==> src/rtl/lut_tree_pkg.sv <==
package lut_tree_pkg;
    localparam int unsigned TT_W   = 4;
    localparam int unsigned MAX_IN = 5;

    typedef logic [TT_W-1:0] tt_t;

    typedef enum logic [1:0] {
        SHAPE_SINGLE = 2'd0,
        SHAPE_QUAD   = 2'd1,
        SHAPE_PENTA  = 2'd2
    } shape_e;

    function automatic shape_e shape_of(input int unsigned fanin);
        if (fanin == 2) return SHAPE_SINGLE;
        if (fanin == 4) return SHAPE_QUAD;
        return SHAPE_PENTA;
    endfunction

    typedef struct packed {
        logic lo;
        logic hi;
        logic mid;
        logic apex;
    } node_t;
endpackage

==> src/rtl/lut2_cell.sv <==
module lut2_cell
    import lut_tree_pkg::*;
(
    input  tt_t  truth,
    input  logic in_a,
    input  logic in_b,
    output logic y
);
    logic [1:0] idx;

    always_comb begin
        idx = {in_b, in_a};
        y   = truth[idx];
    end
endmodule

==> src/rtl/lut2_quad.sv <==
module lut2_quad
    import lut_tree_pkg::*;
(
    input  logic [3:0] pins,
    input  tt_t        tt_lo,
    input  tt_t        tt_hi,
    input  tt_t        tt_mid,
    output logic       leaf_lo,
    output logic       leaf_hi,
    output logic       y
);
    lut2_cell u_lo (
        .truth (tt_lo),
        .in_a  (pins[0]),
        .in_b  (pins[1]),
        .y     (leaf_lo)
    );

    lut2_cell u_hi (
        .truth (tt_hi),
        .in_a  (pins[2]),
        .in_b  (pins[3]),
        .y     (leaf_hi)
    );

    lut2_cell u_mid (
        .truth (tt_mid),
        .in_a  (leaf_lo),
        .in_b  (leaf_hi),
        .y     (y)
    );
endmodule

==> src/rtl/lut2_tree.sv <==
module lut2_tree
    import lut_tree_pkg::*;
#(
    parameter int unsigned FANIN = 5
) (
    input  logic [4:0] din,
    input  logic [3:0] tt_lo,
    input  logic [3:0] tt_hi,
    input  logic [3:0] tt_mid,
    input  logic [3:0] tt_apex,
    output logic       dout
);
    localparam shape_e SHAPE = shape_of(FANIN);

    node_t nodes_d;

    generate
        if (SHAPE == SHAPE_SINGLE) begin : g_single
            logic lo_y;
            logic unused_pins;
            assign unused_pins = ^{din[4:2], tt_hi, tt_mid, tt_apex};
            lut2_cell u_only (
                .truth (tt_lo),
                .in_a  (din[0]),
                .in_b  (din[1]),
                .y     (lo_y)
            );
            always_comb begin
                nodes_d      = '0;
                nodes_d.lo   = lo_y;
                nodes_d.apex = lo_y;
            end
        end else if (SHAPE == SHAPE_QUAD) begin : g_quad
            logic lo_y, hi_y, mid_y;
            logic unused_pins;
            assign unused_pins = ^{din[4], tt_apex};
            lut2_quad u_quad (
                .pins    (din[3:0]),
                .tt_lo   (tt_lo),
                .tt_hi   (tt_hi),
                .tt_mid  (tt_mid),
                .leaf_lo (lo_y),
                .leaf_hi (hi_y),
                .y       (mid_y)
            );
            always_comb begin
                nodes_d      = '0;
                nodes_d.lo   = lo_y;
                nodes_d.hi   = hi_y;
                nodes_d.mid  = mid_y;
                nodes_d.apex = mid_y;
            end
        end else begin : g_penta
            logic lo_y, hi_y, mid_y, apex_y;
            lut2_quad u_quad (
                .pins    (din[3:0]),
                .tt_lo   (tt_lo),
                .tt_hi   (tt_hi),
                .tt_mid  (tt_mid),
                .leaf_lo (lo_y),
                .leaf_hi (hi_y),
                .y       (mid_y)
            );
            lut2_cell u_apex (
                .truth (tt_apex),
                .in_a  (din[4]),
                .in_b  (mid_y),
                .y     (apex_y)
            );
            always_comb begin
                nodes_d.lo   = lo_y;
                nodes_d.hi   = hi_y;
                nodes_d.mid  = mid_y;
                nodes_d.apex = apex_y;
            end
        end
    endgenerate

    assign dout = nodes_d.apex;
endmodule

==> config.mk <==
export PLATFORM = sky130hd
export DESIGN_NAME = lut2_tree
export DESIGN_NICKNAME = d
export VERILOG_FILES = /design/src/rtl/lut_tree_pkg.sv /design/src/rtl/lut2_cell.sv /design/src/rtl/lut2_quad.sv /design/src/rtl/lut2_tree.sv
export SDC_FILE = /design/constraint.sdc
export NUM_CORES = 1
export LEC_CHECK = 0
export BUFFER_PORTS_ARGS = -buffer_cell sky130_fd_sc_hd__buf_4
export CORE_AREA = 5 5 42 44
export DETAILED_ROUTE_END_ITERATION = 7
export DIE_AREA = 0 0 47 49
export PLACE_DENSITY = 0.37
export SLEW_MARGIN = 20
export SYNTH_ARGS = -nofsm -noshare
export SYNTH_HDL_FRONTEND = slang
export SYNTH_SLANG_ARGS = --single-unit
==> constraint.sdc <==
create_clock -name vclk -period 1.6
set_input_delay 0.08 -clock vclk [all_inputs]
set_output_delay 0.08 -clock vclk [all_outputs]
set_load 0.05 [all_outputs]
==> summary.txt <==
final setup violating endpoints: 1
GRT Overall Usage: 6.76%
height of the chip: 49 um
Pins Over Slew Limit: 0
actual slew at the worst max-slew pin: 0.192 ns
Synth Instances: 14
die width: 47 um
post-route non-filler standard cell count: 52
filler cell count: 154
power density of the placed cells: 376 nW/um^2
Worst Path Class, Setup: input pin to output port
required time at the worst-slack endpoint: 1.52 ns
Hold Path Class: input pin to output port
Final Hold Viols: 0
standard-cell rows: 14
IO Pins: 22
nets in the synthesized netlist: 35
post-synthesis area per instance: 10.3 um^2
Detailed Route WL: 703 um
largest driver fanout on the critical path: 2
standby leakage power: 0.000184 uW
Final HPWL DP: 638 um
number of detailed-routing iterations run before antenna repair: 1
maximum capacitance violations: 0
Starting DRT DRC Count: 0
Arr. time, crit path: 1.70 ns
Slew HR: 86.9%
post-layout worst setup margin: -0.184 ns
total number of vias: 222
effective utilization at floorplan: 10.3%
peak ir drop on the vdd network: 0.000184 V
# nets final: 59
number of input and output port buffers inserted: 22
RSZ-0062 raised after global routing: true
biggest area contributors in the synthesized netlist: mux4_2 (31%), mux2_1 (16%), mux2_2 (16%)
number of buffers inserted to repair setup after CTS: 0
clock period minus final worst setup slack: 1.78 ns
cell taking the most area after synthesis: mux4_2
antenna violations before repair: 0
combined flip-flop and latch cell area: 0 um^2
vias in the first global route: 293
Floorplan Core Area: 1400 um^2
area growth from synthesis to layout: 195%
post-route fraction of the period consumed by the critical path: 112%
count of distinct cell types in the synthesized netlist: 9
total die area: 2300 um^2
detail-routed net length per standard cell: 13.5 um
count of antenna diodes in the layout: 0
overflow left after global routing: 0
peak clock frequency supported by timing: 560 MHz
average vias per placed instance: 4.27
DR DRC count: 0
number of clock buffers in the layout: 0
post-synthesis sequential area ratio: 0%
crit path launch type: input pin
status: finished with violations
fraction of synthesized cell area taken by the top area cell type: 31.3%
global-route wire length before repair: 1.20 mm
pin count of the biggest net entering global routing: 5
sequential cell count of the final layout: 0
number of synthesis warnings: 0
Multi-input gate area: 228 um^2
most numerous cell types in the synthesized netlist: mux2_1 (2), mux2_2 (2), mux2i_1 (2), mux4_2 (2), nor3_1 (2)
number of placed instances, taps included: 52
Syn Std Cell Area: 144 um^2
fraction of final layout cells with drive strength greater than 1: 94.4%
number of hold buffers added after cts: 0
Antenna Nets Post-Route: 0
crit end category: output port
final weighted congestion in routability-driven placement: 0.611
failing checks: negative setup slack
total chip power: 159 uW
-- power breakdown --
part / leakage, uW / switching, uW / internal (uW) / total [uW]
Clock: 0 / 0 / 0 / 0
Combinational: 0.000184 / 64.8 / 94.7 / 159
Sequential: 0 / 0 / 0 / 0
-- per-layer routing --
layer | GRT usage (%) | vias to the layer above | wire (um)
met4 | 0.461 | 0 | 0
met1 | 7.24 | 97 | 233
met2 | 12.4 | 22 | 346
met5 | 0 | - | 0
li1 | - | 103 | -
met3 | 2.58 | 0 | 123
-- cell usage in the layout, fill, tap and decap left out, drive strengths merged --
cell and n:
buf 22, mux2 4, mux2i 2, mux4 2, nand2 1, nand2b 1, nor3 2, nor3b 1
o22ai 1
-- path summary, 6_finish.rpt --
kind / to / start / cells after the start
min: dout / din[4] / 4
max: dout / tt_hi[2] / 7
-- kinds of logic (layout without fill, tap and decap cells) --
logic type      after synthesis  count (layout)  synth area share [%]
simple gates                  5               5                  19.1
compound gates                1               1                  4.35
mux                           8               8                  76.5
buf+inv                       0              22                     0
-- repair_timing --
item / 4_1_cts / 5_1_grt
pin swaps: 2 / 1
gates resized for setup: 14 / 1
setup endpoints to repair: 1 / 1
-- worst max-delay path, stage by stage --
cell and delay, ns:
buf_4 0.11, mux4_2 0.54, mux2i_4 0.23, mux2_2 0.39
o22ai_4 0.15, nor3_4 0.06, buf_6 0.15
-- area by class of cell --
| cell class | count | area share [%] |
|---|---|---|
| tap | 16 | 4.72 |
| multi-input combinational | 14 | 53.7 |
| timing repair buffer | 22 | 41.6 |
-- stage by stage --
stage / cell area (um^2) / hold WS [ns] / worst slack, ns / setup TNS, ns / utilization, %
2_1_floorplan: 165 / 0.506 / 0.0103 / 0 / -
3_3_place_gp: 350 / 0.669 / -0.301 / -0.301 / 25.0
3_5_place_dp: 350 / 0.677 / -0.361 / -0.361 / 25.0
4_1_cts: 420 / 0.630 / -0.216 / -0.216 / 30.0
5_1_grt: 424 / 0.661 / -0.233 / -0.233 / 30.3
6_report: 424 / 0.628 / -0.184 / -0.184 / 30.3
No activity file was read; power rests on OpenSTA's default activity.
